==> src/rtl/irq_pkg.sv <==
package irq_pkg;
   typedef enum logic {
      KIND_FLAG  = 1'b0,
      KIND_LEVEL = 1'b1
   } src_kind_e;

   function automatic int resp_len(input int base, input int wake, input logic asleep);
      return asleep ? base + wake : base;
   endfunction
endpackage

==> src/rtl/irq_src_bank.sv <==
module irq_src_bank #(
   parameter int          NUM_SRC    = 8,
   parameter logic [63:0] LEVEL_MASK = 64'hF0
) (
   input  logic               clk,
   input  logic               rst_n,
   input  logic [NUM_SRC-1:0] irq_in,
   input  logic [NUM_SRC-1:0] src_en,
   input  logic [NUM_SRC-1:0] sw_clr,
   input  logic [NUM_SRC-1:0] hw_clr,
   output logic [NUM_SRC-1:0] flag_q,
   output logic [NUM_SRC-1:0] pending
);
   import irq_pkg::*;

   for (genvar i = 0; i < NUM_SRC; i++) begin : g_src
      localparam src_kind_e KIND = LEVEL_MASK[i] ? KIND_LEVEL : KIND_FLAG;
      if (KIND == KIND_LEVEL) begin : g_level
         assign flag_q[i]  = 1'b0;
         assign pending[i] = irq_in[i] & src_en[i];
      end else begin : g_flag
         logic flag_r;
         always_ff @(posedge clk or negedge rst_n) begin
            if (!rst_n)
               flag_r <= 1'b0;
            else if (irq_in[i])
               flag_r <= 1'b1;
            else if (sw_clr[i] || hw_clr[i])
               flag_r <= 1'b0;
         end
         assign flag_q[i]  = flag_r;
         assign pending[i] = flag_r & src_en[i];


         flag_sticky_chk: assert property (@(posedge clk) disable iff (!rst_n)
            (flag_r && !sw_clr[i] && !hw_clr[i]) |=> flag_r);

         flag_latch_chk: assert property (@(posedge clk) disable iff (!rst_n)
            irq_in[i] |=> flag_r);
      end
   end
endmodule

==> src/rtl/irq_prio_pick.sv <==
module irq_prio_pick #(
   parameter int NUM_SRC = 8,
   parameter int IDX_W   = 4
) (
   input  logic [NUM_SRC-1:0] pending,
   output logic               any,
   output logic [IDX_W-1:0]   idx,
   output logic [NUM_SRC-1:0] sel_oh
);
   assign any = |pending;

   always_comb begin
      idx    = '0;
      sel_oh = '0;
      for (int i = NUM_SRC - 1; i >= 0; i--) begin
         if (pending[i]) begin
            idx       = IDX_W'(i + 1);
            sel_oh    = '0;
            sel_oh[i] = 1'b1;
         end
      end
   end
endmodule

==> src/rtl/irq_gate.sv <==
module irq_gate (
   input  logic clk,
   input  logic rst_n,
   input  logic gie_set,
   input  logic gie_clr,
   input  logic reti,
   input  logic take,
   input  logic retire,
   output logic gie_q,
   output logic gap_q
);
   always_ff @(posedge clk or negedge rst_n) begin
      if (!rst_n)
         gie_q <= 1'b0;
      else if (take || gie_clr)
         gie_q <= 1'b0;
      else if (gie_set || reti)
         gie_q <= 1'b1;
   end

   always_ff @(posedge clk or negedge rst_n) begin
      if (!rst_n)
         gap_q <= 1'b0;
      else if (gie_set || reti)
         gap_q <= 1'b1;
      else if (retire)
         gap_q <= 1'b0;
   end


   gie_drop_on_take_chk: assert property (@(posedge clk) disable iff (!rst_n)
      take |=> !gie_q);

   reti_sets_gie_chk: assert property (@(posedge clk) disable iff (!rst_n)
      (reti && !take && !gie_clr) |=> gie_q);

   clr_drops_gie_chk: assert property (@(posedge clk) disable iff (!rst_n)
      gie_clr |=> !gie_q);
endmodule

==> src/rtl/irq_resp_timer.sv <==
module irq_resp_timer #(
   parameter int RESP_CYCLES = 4,
   parameter int WAKE_CYCLES = 4
) (
   input  logic clk,
   input  logic rst_n,
   input  logic take,
   input  logic sleeping,
   output logic busy
);
   localparam int MAX_LEN = RESP_CYCLES + WAKE_CYCLES;
   localparam int CNT_W   = $clog2(MAX_LEN + 1);

   logic [CNT_W-1:0] cnt_q;
   logic [CNT_W-1:0] load_val;

   if (WAKE_CYCLES == 0) begin : g_nowake
      assign load_val = CNT_W'(RESP_CYCLES);
   end else begin : g_wake
      assign load_val = sleeping ? CNT_W'(MAX_LEN) : CNT_W'(RESP_CYCLES);
   end

   always_ff @(posedge clk or negedge rst_n) begin
      if (!rst_n)
         cnt_q <= '0;
      else if (take)
         cnt_q <= load_val;
      else if (cnt_q != '0)
         cnt_q <= cnt_q - 1'b1;
   end

   assign busy = (cnt_q != '0);


   entry_open_chk: assert property (@(posedge clk) disable iff (!rst_n)
      take |=> busy);
endmodule

==> src/rtl/irq_arbiter.sv <==
module irq_arbiter #(
   parameter int          NUM_SRC     = 8,
   parameter logic [63:0] LEVEL_MASK  = 64'hF0,
   parameter int          RESP_CYCLES = 4,
   parameter int          WAKE_CYCLES = 4,
   localparam int         IDX_W       = $clog2(NUM_SRC + 1)
) (
   input  logic               clk,
   input  logic               rst_n,
   input  logic [NUM_SRC-1:0] irq_in,
   input  logic [NUM_SRC-1:0] src_en,
   input  logic [NUM_SRC-1:0] flag_clr,
   output logic [NUM_SRC-1:0] flag_q,
   input  logic               gie_set,
   input  logic               gie_clr,
   input  logic               reti,
   input  logic               instr_retire,
   input  logic               multi_busy,
   input  logic               sleeping,
   input  logic               irq_ack,
   output logic               vec_valid,
   output logic [IDX_W-1:0]   vec_idx,
   output logic               gie,
   output logic               entry_busy
);
   if (NUM_SRC < 1 || NUM_SRC > 64) begin : g_bad_num
      $error("irq_arbiter: NUM_SRC must lie in 1..64");
   end
   if (RESP_CYCLES < 4) begin : g_bad_resp
      $error("irq_arbiter: RESP_CYCLES must be at least 4");
   end
   if (WAKE_CYCLES < 0) begin : g_bad_wake
      $error("irq_arbiter: WAKE_CYCLES must not be negative");
   end

   logic [NUM_SRC-1:0] pending;
   logic [NUM_SRC-1:0] sel_oh;
   logic [NUM_SRC-1:0] hw_clr;
   logic               any_pend;
   logic               gap_q;
   logic               take;

   irq_src_bank #(.NUM_SRC(NUM_SRC), .LEVEL_MASK(LEVEL_MASK)) u_bank (
      .clk     (clk),
      .rst_n   (rst_n),
      .irq_in  (irq_in),
      .src_en  (src_en),
      .sw_clr  (flag_clr),
      .hw_clr  (hw_clr),
      .flag_q  (flag_q),
      .pending (pending)
   );

   irq_prio_pick #(.NUM_SRC(NUM_SRC), .IDX_W(IDX_W)) u_pick (
      .pending (pending),
      .any     (any_pend),
      .idx     (vec_idx),
      .sel_oh  (sel_oh)
   );

   irq_gate u_gate (
      .clk     (clk),
      .rst_n   (rst_n),
      .gie_set (gie_set),
      .gie_clr (gie_clr),
      .reti    (reti),
      .take    (take),
      .retire  (instr_retire),
      .gie_q   (gie),
      .gap_q   (gap_q)
   );

   irq_resp_timer #(.RESP_CYCLES(RESP_CYCLES), .WAKE_CYCLES(WAKE_CYCLES)) u_timer (
      .clk      (clk),
      .rst_n    (rst_n),
      .take     (take),
      .sleeping (sleeping),
      .busy     (entry_busy)
   );

   assign vec_valid = gie & ~gie_clr & ~gap_q & ~multi_busy & ~entry_busy & any_pend;
   assign take      = vec_valid & irq_ack;
   assign hw_clr    = take ? sel_oh : '0;

   logic [NUM_SRC-1:0] below_mask;
   always_comb begin
      below_mask = '0;
      for (int i = 0; i < NUM_SRC; i++)
         if (IDX_W'(i + 1) < vec_idx) below_mask[i] = 1'b1;
   end


   lowest_wins_chk: assert property (@(posedge clk) disable iff (!rst_n)
      vec_valid |-> ((pending & below_mask) == '0) && (vec_idx != '0));

   enable_gap_chk: assert property (@(posedge clk) disable iff (!rst_n)
      (gie_set || reti) |=> !vec_valid);

   no_offer_in_entry_chk: assert property (@(posedge clk) disable iff (!rst_n)
      take |=> !vec_valid);
endmodule

==> config.mk <==
export PLATFORM = sky130hd
export DESIGN_NAME = irq_arbiter
export DESIGN_NICKNAME = d
export VERILOG_FILES = /design/src/rtl/irq_pkg.sv /design/src/rtl/irq_src_bank.sv /design/src/rtl/irq_prio_pick.sv /design/src/rtl/irq_gate.sv /design/src/rtl/irq_resp_timer.sv /design/src/rtl/irq_arbiter.sv
export SDC_FILE = /design/constraint.sdc
export NUM_CORES = 1
export LEC_CHECK = 0
export ABC_AREA = 1
export BUFFER_PORTS_ARGS = -buffer_cell sky130_fd_sc_hd__buf_2
export CAP_MARGIN = 20
export CORE_UTILIZATION = 25
export DETAILED_ROUTE_END_ITERATION = 6
export GPL_ROUTABILITY_DRIVEN = 0
export PLACE_DENSITY = 0.51
export SYNTH_ARGS = -nofsm -noshare
export SYNTH_HDL_FRONTEND = slang
export SYNTH_HIERARCHICAL = 1
export SYNTH_SLANG_ARGS = --single-unit
==> constraint.sdc <==
create_clock -name clk -period 2.31 [get_ports clk]
set_input_delay 0.1155 -clock clk [delete_from_list [all_inputs] [get_ports clk]]
set_output_delay 0.1155 -clock clk [all_outputs]
set_load 0.05 [all_outputs]
**After elaboration in Yosys (flattened, before gate mapping)**

Index checks and enable logic that the tools add are counted.

- Reduce and logical (&&, ||, !) cells: 15
- Bitwise operators: 18
- Multiplexer cells: 31
- Equality and inequality tests: 0
- Shifts and indexed selects: 0
- Divide/modulo/power cells: 0
- Magnitude comparators: 0
- Add/sub/neg operators: 1
- Multipliers: 0

Operators by type and width:

| operator | count |
|---|---|
| 4-bit two-way mux | 19 |
| 1-bit AND | 14 |
| 2-bit nonzero test | 7 |
| 1-bit two-way mux | 12 |
| 8-bit OR reduction | 1 |
| 1-bit logical OR | 6 |
| 1-bit NOT | 4 |
| 4-bit nonzero test | 1 |
| 4-bit by 1-bit subtractor with 4-bit output, second input constant | 1 |

- ROM bits: 0
- Latch bits: 0
- RAM bits: 0
- Output and inout port bits: 15
- Input bits: 33
- Memories: 0
- Flip-flop bits (word level): 10

**Depth between registers and ports, before layout**

- Word-level depth: 12
- Mapped depth: 14
- Mapped depth without buffers: 14

**Cells and area by module**

The synthesis kept the hierarchy.

By module, submodules not included:

| module | cells each | instances | area an instance (µm²) |
|---|---|---|---|
| irq_src_bank | 46 | 1 | 289.0 |
| irq_resp_timer | 31 | 1 | 234.0 |
| irq_prio_pick | 31 | 1 | 163.9 |
| irq_arbiter | 25 | 1 | 116.4 |
| irq_gate | 10 | 1 | 82.6 |

**Worst setup path before layout**

No wires, ideal clock.

- Path kind: reg-to-output
- From: reg u_timer.cnt_q[0]
- To: out vec_valid
- Arrival: 2492 ps
- Buffers on the path: 0
- Path slack: -298 ps
- Stages on the path, launching flop included: 6
- Required time: 2194 ps
- Path through: dfrtp_1 > inv_1 > ha_1 > nand2_1 > nor2_1 > nor3b_1

- Cells in the longest elaborated chain, start to end: 4

RTL lines:

| item | RTL line | text |
|---|---|---|
| start, declared | irq_resp_timer.sv:14 | `logic [CNT_W-1:0] cnt_q;` |
| start signal, assigned | irq_resp_timer.sv:27 | `cnt_q <= load_val;` |
| start signal, assigned | irq_resp_timer.sv:29 | `cnt_q <= cnt_q - 1'b1;` |
| 4-bit nonzero test | irq_resp_timer.sv:32 | `assign busy = (cnt_q != '0);` |
| via entry_busy | irq_arbiter.sv:24 | `output logic entry_busy` |
| 1-bit NOT | irq_arbiter.sv:81 | `assign vec_valid = gie & ~gie_clr & ~gap_q & ~multi_busy & ~entry_busy & any_pend;` |
| 1-bit AND (2 in series) | irq_arbiter.sv:81 |  |
| end, declared | irq_arbiter.sv:21 | `output logic vec_valid,` |

The timed path passes the listed nets, and every way through them passes these cells.

**Worst setup path after layout**

- From: reg u_timer.cnt_q[0]
- To: out vec_valid

- Cells in the longest elaborated chain, start to end: 4

RTL lines:

| item | RTL line |
|---|---|
| 4-bit nonzero test | irq_resp_timer.sv:32 |
| 1-bit NOT | irq_arbiter.sv:81 |
| 1-bit AND (2 in series) | irq_arbiter.sv:81 |

Every way passes these cells.

==> metrics.txt <==
# TYPE chip_impl_metric gauge
chip_impl_info{name="cts_tree",value="yes"} 1
chip_impl_metric{name="initial_core_utilization",unit=""} 0.266
chip_impl_info{name="global_route.peak_usage_layer",value="met2"} 1
chip_impl_metric{name="synth_area",unit="sq um"} 826
chip_impl_metric{name="floorplan.io_pins",unit=""} 48
chip_impl_metric{name="insertedDiodeCount",unit=""} 0
chip_impl_metric{name="count_of_clock_tree_sinks",unit=""} 10
chip_impl_metric{name="core.rowCount",unit=""} 20
chip_impl_metric{name="maxCapViolations",unit=""} 0
chip_impl_info{name="hold_path.class",value="in2reg"} 1
chip_impl_metric{name="maximum_number_of_pins_on_one_net_before_global_route_repair",unit=""} 11
chip_impl_info{name="worst_flop_to_flop_path_endpoint",value="u_timer/cnt_q[3]"} 1
chip_impl_metric{name="clk-insertion-delay-late",unit="ps"} 260
chip_impl_metric{name="globalRouteOverflowTotal",unit=""} 0
chip_impl_metric{name="synth.avg_cell_area",unit="sq um"} 6.35
chip_impl_info{name="min-delay-start",value="irq_in[0]"} 1
chip_impl_metric{name="first_iter_violations",unit=""} 48
chip_impl_metric{name="multi_input_area",unit="sq um"} 389
chip_impl_info{name="clk_root_buffer_cell",value="sky130_fd_sc_hd__clkbuf_4"} 1
chip_impl_metric{name="antenna_left",unit=""} 0
chip_impl_metric{name="tns",unit="ps"} 0
chip_impl_metric{name="finalSetupViolations",unit=""} 0
chip_impl_metric{name="max-vdd-ir-drop",unit="mV"} 0.415
chip_impl_info{name="layout.cells.most_common_list",value="sky130_fd_sc_hd__buf_2, sky130_fd_sc_hd__inv_1, sky130_fd_sc_hd__nand2_1"} 1
chip_impl_info{name="criticalPathCategory",value="reg2out"} 1
chip_impl_info{name="end_kind",value="output port"} 1
chip_impl_info{name="cp_cell_sequence",value="inv_1, ha_1, nand2_1, nor2_1, nor3b_2, buf_2"} 1
chip_impl_metric{name="grt_use_met1",unit=""} 0.119
chip_impl_metric{name="grt_usage",unit=""} 0.0987
chip_impl_metric{name="cts.clk_slew.worst_paths",unit="ps"} 70
chip_impl_metric{name="drv_slew",unit=""} 0
chip_impl_metric{name="core_area",unit="sq um"} 3100
chip_impl_metric{name="instance_count_of_the_mapped_netlist",unit=""} 130
chip_impl_metric{name="grt_first_pass_wirelength",unit="mm"} 2.62
chip_impl_metric{name="floorplan.die_area",unit="sq um"} 3540
chip_impl_info{name="timing.hold.worst_endpoint",value="u_bank/g_src[0].g_flag.flag_r"} 1
chip_impl_metric{name="final_period_minus_worst_setup_slack",unit="ps"} 1950
chip_impl_metric{name="count_of_synthesis_stage_warnings_from_yosys",unit=""} 6
chip_impl_metric{name="filler_cell_count",unit=""} 377
chip_impl_metric{name="layout-drive-gt1-share",unit=""} 0.308
chip_impl_metric{name="drt-total-wl",unit="mm"} 1.67
chip_impl_metric{name="area_growth_syn_to_layout",unit="%"} 30.9
chip_impl_metric{name="numCtsBuffers",unit=""} 3
chip_impl_metric{name="drcViolationCount",unit=""} 0
chip_impl_metric{name="clock_tree.htree_level_count",unit=""} 1
chip_impl_metric{name="first_global_vias",unit=""} 676
chip_impl_metric{name="grtUsageMet2",unit=""} 0.161
chip_impl_metric{name="nets",unit=""} 205
chip_impl_info{name="mostFrequentLayoutCell",value="sky130_fd_sc_hd__buf_2"} 1
chip_impl_metric{name="ctsLongestPathBuffers",unit=""} 2
chip_impl_info{name="run_status",value="complete, no violations"} 1
chip_impl_info{name="worst_setup_path_start_kind",value="register"} 1
chip_impl_metric{name="achievable-frequency",unit="MHz"} 512
chip_impl_metric{name="timing.reg2reg.setup_slack",unit="ps"} 370
chip_impl_metric{name="slowest_delay",unit="ps"} 360
chip_impl_info{name="rsz_0062_raised_after_global_routing",value="false"} 1
chip_impl_metric{name="timing.critical_path.fanout_max",unit=""} 6
chip_impl_metric{name="ff_latch_area",unit="sq um"} 250
chip_impl_metric{name="postLayoutCoreUtil",unit=""} 0.348
chip_impl_metric{name="finalCritPeriodShare",unit=""} 0.845
chip_impl_metric{name="p_leak",unit="uW"} 0.000653
chip_impl_metric{name="routed_wire_length_per_instance",unit="microns"} 7.84
chip_impl_metric{name="grtUsageMet3",unit=""} 0.0328
chip_impl_metric{name="die_w",unit="microns"} 59.5
chip_impl_metric{name="count_of_tritonroute_iterations_in_the_first_routing_pass",unit=""} 4
chip_impl_metric{name="final-hold-violation-count",unit=""} 0
chip_impl_metric{name="required_time_at_the_endpoint_of_the_critical_path",unit="ps"} 2190
chip_impl_metric{name="chip_height",unit="microns"} 59.5
chip_impl_metric{name="buffer_ports.inserted",unit=""} 39
chip_impl_metric{name="timing.hold.worst_path_depth",unit=""} 3
chip_impl_info{name="r2r-start",value="u_timer/cnt_q[0]"} 1
chip_impl_metric{name="antenna_found_initial",unit=""} 0
chip_impl_metric{name="crit_arrival",unit="ps"} 1840
chip_impl_metric{name="detail_route.vias_per_cell",unit=""} 3.95
chip_impl_metric{name="cts_post_setup_buffers_inserted",unit=""} 0
chip_impl_metric{name="place.detailed.hpwl",unit="mm"} 1.38
chip_impl_metric{name="num_vias",unit=""} 841
chip_impl_metric{name="fin_worst_skew",unit="ps"} 3.95
chip_impl_info{name="cp_slowest_cell",value="sky130_fd_sc_hd__dfrtp_1"} 1
chip_impl_metric{name="power_density",unit="nW/um^2"} 703
chip_impl_metric{name="reg2reg_depth",unit=""} 12
-- final cells by class --
class / count / area share
inverter: 36 / 0.125
timing repair buffer: 41 / 0.199
multi-input combinational: 78 / 0.360
sequential: 10 / 0.231
tap: 44 / 0.0509
clock buffer: 4 / 0.0336
-- layer usage --
metal	wire, microns	vias to the layer above
met5	0	-
met4	12	0
met3	125	2
met2	811	32
met1	720	359
li1	-	448
-- registers in the layout, summed over array words and instances, names as in the netlist --
signal,cells
u_gate/gap_q,1
u_timer/cnt_q,4
u_bank/g_src.g_flag.flag_r,4
u_gate/gie_q,1
-- worst max-delay path: cells and delay by family, from the launching register on --
family | cells | cell delay (ps)
AND/OR/NAND/NOR | 3 | 560
adder cells (fa/ha/maj) | 1 | 210
buffers and inverters | 2 | 430
flip-flops | 1 | 360
-- per-stage QoR --
step                      total power (uW)  worst slack [ps]  instance area [sq um]  hold WS, ps  cells
after detailed placement               599               384                   1020        -2.06    207
after global routing                   839               164                   1080         20.3    213
final                                  760               358                   1080         34.1    213
after CTS                              769               331                   1070         2.61    212
after global placement                 593               433                   1020        -3.60    207
after floorplan                        527               190                    842         -180    133
-- power breakdown --
part | leakage [uW] | internal (uW) | switching (uW)
Combinational | 0.000520 | 117 | 237
Sequential | 0.000113 | 220 | 28.6
Clock | 0.0000210 | 95.7 | 63.1
-- repair_timing --
action / in CTS / in global routing
hold endpoints to repair: 10 / 1
setup endpoints to repair: 0 / 0
resized for setup: 0 / 0
hold buffers: 1 / 1
-- how the worst max path moves through the flow --
stage | to | slack (ps) | startpoint
after floorplan | vec_valid | 190 | u_timer/cnt_q[0]
after global placement | u_timer/cnt_q[3] | 430 | u_timer/cnt_q[0]
final | vec_valid | 360 | u_timer/cnt_q[0]
after CTS | vec_valid | 330 | u_timer/cnt_q[0]
after global routing | u_timer/cnt_q[3] | 160 | u_timer/cnt_q[0]
after detailed placement | u_timer/cnt_q[3] | 380 | u_timer/cnt_q[0]
Note: power is estimated with default switching activity, not from simulation.
